===== src/rtl/xchain_pkg.sv =====
package xchain_pkg;
  typedef enum logic [1:0] {
    ST_IDLE = 2'd0,
    ST_RUN  = 2'd1,
    ST_DONE = 2'd2
  } xc_state_e;
endpackage


===== src/rtl/xchain_model.sv =====
module xchain_model #(
  parameter int N = 6
) (
  input  logic [N-1:0] drive_i,
  input  logic [N-1:0] stuck_hi_i,
  input  logic [N-1:0] stuck_lo_i,
  output logic         chain_o
);
  logic [N-1:0] eff;
  logic [N:0]   stage;

  assign eff      = (drive_i | stuck_hi_i) & ~stuck_lo_i;
  assign stage[0] = 1'b1;  // supply-rail seed

  for (genvar g = 0; g < N; g++) begin : g_stage
    assign stage[g+1] = stage[g] ^ eff[g];
  end

  assign chain_o = stage[N];
endmodule


===== src/rtl/xchain_seq.sv =====
module xchain_seq
  import xchain_pkg::*;
#(
  parameter int N      = 6,
  parameter int SETTLE = 3,
  localparam int IW    = $clog2(N + 2),
  localparam int SW    = (SETTLE > 1) ? $clog2(SETTLE) : 1
) (
  input  logic          clk_i,
  input  logic          rst_ni,
  input  logic          start_i,
  output logic [N-1:0]  drive_o,
  output logic [IW-1:0] vec_idx_o,
  output logic          sample_o,
  output logic          clear_o,
  output logic          done_o
);
  localparam logic [IW-1:0] LAST_IDX = IW'(N + 1);
  localparam logic [SW-1:0] CNT_END  = SW'(SETTLE - 1);

  xc_state_e     st_q;
  logic [IW-1:0] idx_q;
  logic [SW-1:0] cnt_q;

  assign sample_o  = (st_q == ST_RUN) && (cnt_q == CNT_END);
  assign clear_o   = start_i && (st_q != ST_RUN);
  assign done_o    = (st_q == ST_DONE);
  assign vec_idx_o = idx_q;

  always_ff @(posedge clk_i or negedge rst_ni) begin
    if (!rst_ni) begin
      st_q  <= ST_IDLE;
      idx_q <= '0;
      cnt_q <= '0;
    end else begin
      unique case (st_q)
        ST_RUN: begin
          if (cnt_q == CNT_END) begin
            cnt_q <= '0;
            if (idx_q == LAST_IDX) st_q  <= ST_DONE;
            else                   idx_q <= idx_q + 1'b1;
          end else begin
            cnt_q <= cnt_q + 1'b1;
          end
        end
        default: begin
          if (start_i) begin
            st_q  <= ST_RUN;
            idx_q <= IW'(1);
            cnt_q <= '0;
          end
        end
      endcase
    end
  end

  // thermometer: vector k sets pins 1..k-1
  always_comb begin
    drive_o = '0;
    if (st_q == ST_RUN) begin
      for (int i = 0; i < N; i++) drive_o[i] = (IW'(i + 1) < idx_q);
    end
  end

  p_walk_r3: assert property (@(posedge clk_i) disable iff (!rst_ni)
    (st_q == ST_RUN && $past(st_q) == ST_RUN) |->
      ($countones(drive_o) == $countones($past(drive_o)) ||
       $countones(drive_o) == $countones($past(drive_o)) + 1));

  p_start_ignored_r9: assert property (@(posedge clk_i) disable iff (!rst_ni)
    (st_q == ST_RUN && start_i && !sample_o) |=>
      (st_q == ST_RUN && idx_q == $past(idx_q)));

  p_idx_range_r3: assert property (@(posedge clk_i) disable iff (!rst_ni)
    (st_q == ST_RUN) |-> (idx_q != '0 && idx_q <= LAST_IDX));
endmodule


===== src/rtl/xchain_log.sv =====
module xchain_log #(
  parameter int N   = 6,
  localparam int IW = $clog2(N + 2)
) (
  input  logic          clk_i,
  input  logic          rst_ni,
  input  logic          clear_i,
  input  logic          sample_i,
  input  logic [IW-1:0] vec_idx_i,
  input  logic          chain_i,
  output logic [IW-1:0] fail_count_o,
  output logic [IW-1:0] first_fail_o
);
  logic expect_bit;
  logic mismatch;

  // k-1 ones: even when k is odd, so expect 1 for odd k
  assign expect_bit = vec_idx_i[0];
  assign mismatch   = sample_i && (chain_i != expect_bit);

  always_ff @(posedge clk_i or negedge rst_ni) begin
    if (!rst_ni) begin
      fail_count_o <= '0;
      first_fail_o <= '0;
    end else if (clear_i) begin
      fail_count_o <= '0;
      first_fail_o <= '0;
    end else if (mismatch) begin
      fail_count_o <= fail_count_o + 1'b1;
      if (first_fail_o == '0) first_fail_o <= vec_idx_i;
    end
  end

  p_count_bound_r7: assert property (@(posedge clk_i) disable iff (!rst_ni)
    fail_count_o <= IW'(N + 1));

  p_first_latched_r7: assert property (@(posedge clk_i) disable iff (!rst_ni)
    (first_fail_o != '0 && !clear_i) |=> (first_fail_o == $past(first_fail_o)));

  p_first_vs_count_r7: assert property (@(posedge clk_i) disable iff (!rst_ni)
    (first_fail_o == '0) == (fail_count_o == '0));
endmodule


===== src/rtl/xchain_tester.sv =====
module xchain_tester #(
  parameter int N      = 6,
  parameter int SETTLE = 3,
  localparam int IW    = $clog2(N + 2)
) (
  input  logic          clk_i,
  input  logic          rst_ni,
  input  logic          start_i,
  input  logic [N-1:0]  stuck_hi_i,
  input  logic [N-1:0]  stuck_lo_i,
  output logic [N-1:0]  pins_o,
  output logic          chain_o,
  output logic          done_o,
  output logic          pass_o,
  output logic [IW-1:0] fail_count_o,
  output logic [IW-1:0] first_fail_o
);
  logic [IW-1:0] vec_idx;
  logic          sample;
  logic          clear;

  xchain_seq #(.N(N), .SETTLE(SETTLE)) u_seq (
    .clk_i     (clk_i),
    .rst_ni    (rst_ni),
    .start_i   (start_i),
    .drive_o   (pins_o),
    .vec_idx_o (vec_idx),
    .sample_o  (sample),
    .clear_o   (clear),
    .done_o    (done_o)
  );

  xchain_model #(.N(N)) u_model (
    .drive_i    (pins_o),
    .stuck_hi_i (stuck_hi_i),
    .stuck_lo_i (stuck_lo_i),
    .chain_o    (chain_o)
  );

  xchain_log #(.N(N)) u_log (
    .clk_i        (clk_i),
    .rst_ni       (rst_ni),
    .clear_i      (clear),
    .sample_i     (sample),
    .vec_idx_i    (vec_idx),
    .chain_i      (chain_o),
    .fail_count_o (fail_count_o),
    .first_fail_o (first_fail_o)
  );

  assign pass_o = done_o && (fail_count_o == '0);

  p_done_pins_idle_r3: assert property (@(posedge clk_i) disable iff (!rst_ni)
    done_o |-> (pins_o == '0));

  p_done_hold_r8: assert property (@(posedge clk_i) disable iff (!rst_ni)
    (done_o && !start_i) |=> (done_o && $stable(fail_count_o) && $stable(first_fail_o)));

  p_seed_r2: assert property (@(posedge clk_i) disable iff (!rst_ni)
    (pins_o == '0 && stuck_hi_i == '0) |-> chain_o);
endmodule


===== config.mk =====
export PLATFORM = sky130hd
export DESIGN_NAME = xchain_tester
export DESIGN_NICKNAME = d
export VERILOG_FILES = /design/src/rtl/xchain_pkg.sv /design/src/rtl/xchain_model.sv /design/src/rtl/xchain_seq.sv /design/src/rtl/xchain_log.sv /design/src/rtl/xchain_tester.sv
export SDC_FILE = /design/constraint.sdc
export NUM_CORES = 1
export LEC_CHECK = 0
export CORE_UTILIZATION = 39
export CTS_CLUSTER_DIAMETER = 60
export DETAILED_ROUTE_END_ITERATION = 6
export HOLD_SLACK_MARGIN = 0.02
export PLACE_DENSITY = 0.73
export SETUP_SLACK_MARGIN = 0.15
export SLEW_MARGIN = 0
export SYNTH_ARGS = -nofsm -noshare
export SYNTH_HDL_FRONTEND = slang
export SYNTH_HIERARCHICAL = 1
export SYNTH_SLANG_ARGS = --single-unit

===== constraint.sdc =====
create_clock -name clk_i -period 2.23 [get_ports clk_i]
set_clock_uncertainty 0.1 [all_clocks]
set_input_delay 0.3345 -clock clk_i [delete_from_list [all_inputs] [get_ports clk_i]]
set_output_delay 0.3345 -clock clk_i [all_outputs]
set_load 0.005 [all_outputs]

After elaboration in Yosys (flattened, before gate mapping). Index checks and enable logic that the tools add are counted.

Add/sub/neg operators: 3. $lt $le $gt $ge: 6. Eq/ne operators: 9. Muxes and demuxes: 17. Bitwise gates (word level): 9. Reduce and logical (&&, ||, !) cells: 12.

Operators by type and width (count): two-way mux 3 bit (9); two-way mux 2 bit (7); less-than comparator 3 bit (first input constant) (3); adder 3 x 1 -> 3 bit (second input constant) (2); AND 6 bit (1); zero test 3 bit (2); less-than comparator 2 x 3 -> 1 bit (first input constant) (2); two-way mux 6 bit (1); != test 2 bit (second input constant) (3); inverter 6 bit (1); OR 6 bit (1); AND reduction 3 bit (2); nonzero test 2 bit (3); bitwise XOR 1 bit (5); equality test 2 bit (second input constant) (2); logical AND 1 bit (4); equality test 3 bit (second input constant) (1); less-than comparator 1 x 3 -> 1 bit (first input constant) (1); adder 2 x 1 -> 2 bit (second input constant) (1); equality test 2 x 1 -> 1 bit (second input constant) (1); != test 2 x 1 -> 1 bit (second input constant) (1); AND reduction 2 bit (1); != test 1 bit (1); inverter 1 bit (1).

Flip-flop bits (word level): 13. Bits of input ports: 15. Word-level logic and storage cells: 61.

Logic depth before layout (Yosys ltp).
Word-level depth: 14. Depth in mapped cells: 9. Depth with buffers taken out: 9.

Hierarchy. Netlist, hierarchy kept.

Modules (own cells, without submodules): xchain_seq (instances 1, cells an instance 41, area an instance 406.6 µm², sequential area each 175.2 µm²); xchain_log (instances 1, cells an instance 30, area an instance 307.8 µm², sequential area each 150.1 µm²); xchain_model (instances 1, cells an instance 10, area an instance 97.6 µm², sequential area each 0.0 µm²); xchain_tester (instances 1, cells an instance 1, area an instance 15.0 µm², sequential area each 0.0 µm²).

Worst setup path before layout. No wires, ideal clock.

Path kind: reg2reg. Start point: register u_seq.st_q[1]. End point: register u_log.fail_count_o[2]. Setup time: 0.120 ns. Data arrival time: 2.138 ns. Data required time: 2.010 ns. Setup slack: -0.127 ns. Stages on the path, launching flop included: 10. Clock period less this slack: 2.357 ns. Cell sequence: dfrtp_1 -> and2b_1 -> nand2_1 -> nor2_1 -> o21bai_2 -> xor2_1 -> xnor3_1 -> xor2_2 -> and2_4 -> a31o_1.

Elaborated cells between the ends (all ways): 17. Those cells by class: eq/ne: 3; mux: 2; bitwise: 8; reduce/logical: 4.

RTL lines: start, declared (RTL line xchain_seq.sv:21) `xc_state_e st_q;`; start signal, assigned (RTL line xchain_seq.sv:32) `st_q <= ST_IDLE;`; start signal, assigned (RTL line xchain_seq.sv:40) `if (idx_q == LAST_IDX) st_q <= ST_DONE;`; start signal, assigned (RTL line xchain_seq.sv:48) `st_q <= ST_RUN;`; equality test 2 x 1 -> 1 bit (RTL line xchain_seq.sv:60) `if (st_q == ST_RUN) begin`; two-way mux 6 bit (RTL line xchain_seq.sv:60); via pins_o[3] (RTL line xchain_tester.sv:11) `output logic [N-1:0] pins_o,`; OR 6 bit (RTL line xchain_model.sv:12) `assign eff = (drive_i | stuck_hi_i) & ~stuck_lo_i;`; AND 6 bit (RTL line xchain_model.sv:12); bitwise XOR 1 bit (3 in series) (RTL line xchain_model.sv:16) `assign stage[g+1] = stage[g] ^ eff[g];`; via chain_o (RTL line xchain_tester.sv:12) `output logic chain_o,`; != test 1 bit (RTL line xchain_log.sv:19) `assign mismatch = sample_i && (chain_i != expect_bit);`; logical AND 1 bit (RTL line xchain_log.sv:19); nonzero test 2 bit (no line); end signal, assigned (RTL line xchain_log.sv:29) `fail_count_o <= fail_count_o + 1'b1;`; end, declared (RTL line xchain_log.sv:11) `output logic [IW-1:0] fail_count_o,`.

The timed path passes the listed nets, and every way through them passes these cells. A chain may end at the register's enable or synchronous reset.

Final worst setup path.
Start point: register u_seq.st_q[0]. End point: register u_log.fail_count_o[2].

Cells in the longest elaborated chain, start to end: 13. Elaborated cells between the ends (all ways): 17. Those cells by class: eq/ne: 3; mux: 2; bitwise: 8; reduce/logical: 4.

RTL lines (RTL line): equality test 2 x 1 -> 1 bit (xchain_seq.sv:25, xchain_seq.sv:60); two-way mux 6 bit (xchain_seq.sv:60); OR 6 bit (xchain_model.sv:12); AND 6 bit (xchain_model.sv:12); inverter 1 bit (no line); bitwise XOR 1 bit (5 in series) (xchain_model.sv:16); != test 1 bit (xchain_log.sv:19); logical AND 1 bit (xchain_log.sv:19); nonzero test 2 bit (no line).

Parallel ways exist; a longest one is shown, timed or not.

==> impl_results.md <==
* Post-synth cell types at 36
* Final nets at 146
* GPL Wtd Cong at 0.783
* Total Wirelength at 2070 um
* Vias in the first global route at 721
* Core footprint at 0.00198 mm2
* Syn. warnings at 6
* Die Height at 48.1 um
* Reg clk slew, reported paths at 80 ps
* FP Rows at 16
* Syn nets at 100
* WL/cell at 13.5 um
* HP Class: primary input to asynchronous set/reset pin
* WHS at 328 ps
* CTS Buffer Depth at 2
* DRC violations left at 0
* GRT overflow at 0
* Detail Placement HPWL at 1460 um
* Req. time, crit path at 2300 ps
* RSZ-0062 raised after global routing: yes
* Maximum VDD drop at 0.896 mV
* Layout cells sized above 1 at 31.5%
* PwrDens at 1370 mW/mm2
* # diodes at 0
* Asr flop ratio synth at 100%
* Antenna violations before repair at 0
* Min Tclk post-route at 2380 ps
* CTS buffer count at 3
* Synth Area per Inst at 10.1 um2
* Post-layout worst setup margin at -146 ps
* Synth Cell Area at 827 um2
* Compound-Gate Fraction of Synth Area at 18.3%
* Register area share after synthesis at 39.3%
* Number of synthesized flops with an enable pin at 0
* Worst-Margin Slew at 585 ps
* Post-synth top flop: dfrtp_1
* Port bufs at 29
* Final antenna-violating net count at 0
* Tcrit/Tclk final at 107%
* Root Driver: clkbuf_4
* Status: complete, but fails checks
* Cells after synthesis at 82
* Fin. Hold Viols at 0
* Final setup viols at 7
* Area of the multi-input gates at 566 um2
* Xor and xnor area share after synthesis at 7.87%
* Iter 0 DRT Violations at 15
* Critical Path AT at 2440 ps
* Worst-path maximum fanout at 4
* Total Power at 1.86 mW
* Clk sinks at 13
* CTS tree: built
* Total track usage at 18.6%
* Die ar. at 0.00231 mm2
* Starting Density at 41.7%
* Fmax at 421 MHz
* Crit. End Element: flop
* Main combinational cell family by area after synthesis: simple AND/OR/NAND/NOR gates
* FILL cells at 157
* Failing checks: setup timing
* Slew Limit Headroom at 60.8%
* First-pass GRT wire length at 2900 um
* Kind of critical path: flop to flop
* H-tree levels at 1
* Post-Synth Adder-Cell Area at 4.54%
* Chip width at 48.1 um
* Layout area overhead at 64.4%
* Pin count of the biggest net entering global routing at 14
* Leak at 0.618 nW
* Final TNS setup at -601 ps
* DR pass1 iterations at 4
* Clock Latency Late Sink at 270 ps
* Register Area at 327 um2
* Critical path startpoint category: flop
* Yosys reg bits at 13
* Vias post-DR at 785
* Max Cap Viol at 0
* Final Max Slew Viols at 0
* Place WS at -247 ps
* Synth Area in Simple Gates at 23.3%
* Via density at 5.10
* Fraction of synthesized area in multiplexers at 4.84%
* I/O Pins at 30
## metrics by stage
stage / instances / util (%) / cell area (um2)
3_5_place_dp: 146 / 61.9 / 1230
3_3_place_gp: 146 / 61.9 / 1230
6_report: 154 / 68.6 / 1360
5_1_grt: 154 / 68.6 / 1360
2_1_floorplan: 82 / - / 840
4_1_cts: 153 / 66.6 / 1320
## cells in the mapped netlist, types with 3 or more instances
| cell type | count | area (um2) |
|---|---|---|
| nor2_1 | 15 | 56.3 |
| dfrtp_1 | 13 | 325 |
| o21bai_1 | 5 | 37.5 |
| a21oi_1 | 3 | 15.0 |
| ha_1 | 3 | 37.5 |
| inv_1 | 3 | 11.3 |
| nand2_1 | 3 | 11.3 |
| nand2b_1 | 3 | 18.8 |
| o21ai_0 | 3 | 15.0 |
## state kept, by name, summed over array words and instances (netlist names)
name,cells
u_log/fail_count_o,3
u_log/first_fail_o,3
u_seq/cnt_q,2
u_seq/st_q,2
u_seq/vec_idx_o,3
## worst paths after layout
check                                from                     to  slack (ps)  cells past startpoint
hold / removal                     rst_ni  u_log/first_fail_o[1]         330                      1
min in group clk_i         u_seq/cnt_q[0]         u_seq/cnt_q[0]         450                      1
hold reg to reg            u_seq/cnt_q[0]         u_seq/cnt_q[0]         450                      1
setup reg to reg            u_seq/st_q[0]  u_log/fail_count_o[2]        -150                     10
setup / recovery            u_seq/st_q[0]  u_log/fail_count_o[2]        -150                     10
max in group asynchronous          rst_ni     u_seq/vec_idx_o[2]        1290                      1
## routing by layer
layer	global-route usage [%]	wire, um	share of wire [%]	up-vias
li1	-	-	-	381
met1	21.2	840	41	369
met2	33.2	1050	51	33
met3	2.64	168	8.1	2
met4	10.0	10	0.48	0
met5	0	0	0	-
## placed cells by master (no fill, tap or decap), types with 2 or more instances in the layout
cell type / instances
a21boi_0: 2
a22o_1: 2
mux2_4: 2
inv_1: 2
dfrtp_1: 12
nand2b_1: 3
clkbuf_4: 3
ha_1: 3
nor4b_2: 2
o21bai_1: 5
dlymetal6s2s_1: 3
a21oi_1: 3
buf_4: 11
buf_6: 2
nor2_1: 11
nand2_1: 2
nor2_2: 3
xnor2_1: 2
clkdlybuf4s50_1: 24
## worst max-delay path, cell delays in order (launching register included)
cell and delay, ps:
dfrtp_1 380, and2b_2 230, nand2_4 90, inv_2 40, o21bai_1 160, xnor2_1 150
xnor3_2 450, buf_6 150, xor2_4 160, and2_4 180, a31o_1 170
## report_power, final
part / leakage, nW / switching, mW / internal [mW]
clock network: 0.0150 / 0.0771 / 0.0693
logic: 0.444 / 0.545 / 0.720
registers: 0.159 / 0.115 / 0.334
## cells by family after synthesis
logic type,after synthesis
buf+inv,4
simple gates,33
compound gates,21
xor+xnor,5
fa+ha+maj,3
flops,13
mux,3
## layout make-up
type,count,share of cell area [%]
timing repair buffer,42,29.2
inverter,3,0.828
tap,27,2.48
clock buffer,4,1.93
multi-input combinational,65,41.6
sequential,13,24.0
## timing repair
| action | CTS | global route |
|---|---|---|
| resized for setup | 17 | 9 |
| hold buffers | 0 | 0 |
| gates cloned | 0 | 0 |
| buffers inserted | 3 | 1 |
| pin swaps | 9 | 5 |
| endpoints found under the setup margin | 10 | 13 |
| endpoints found under the hold margin | 0 | 0 |
Note: power is estimated with default switching activity, not from simulation.
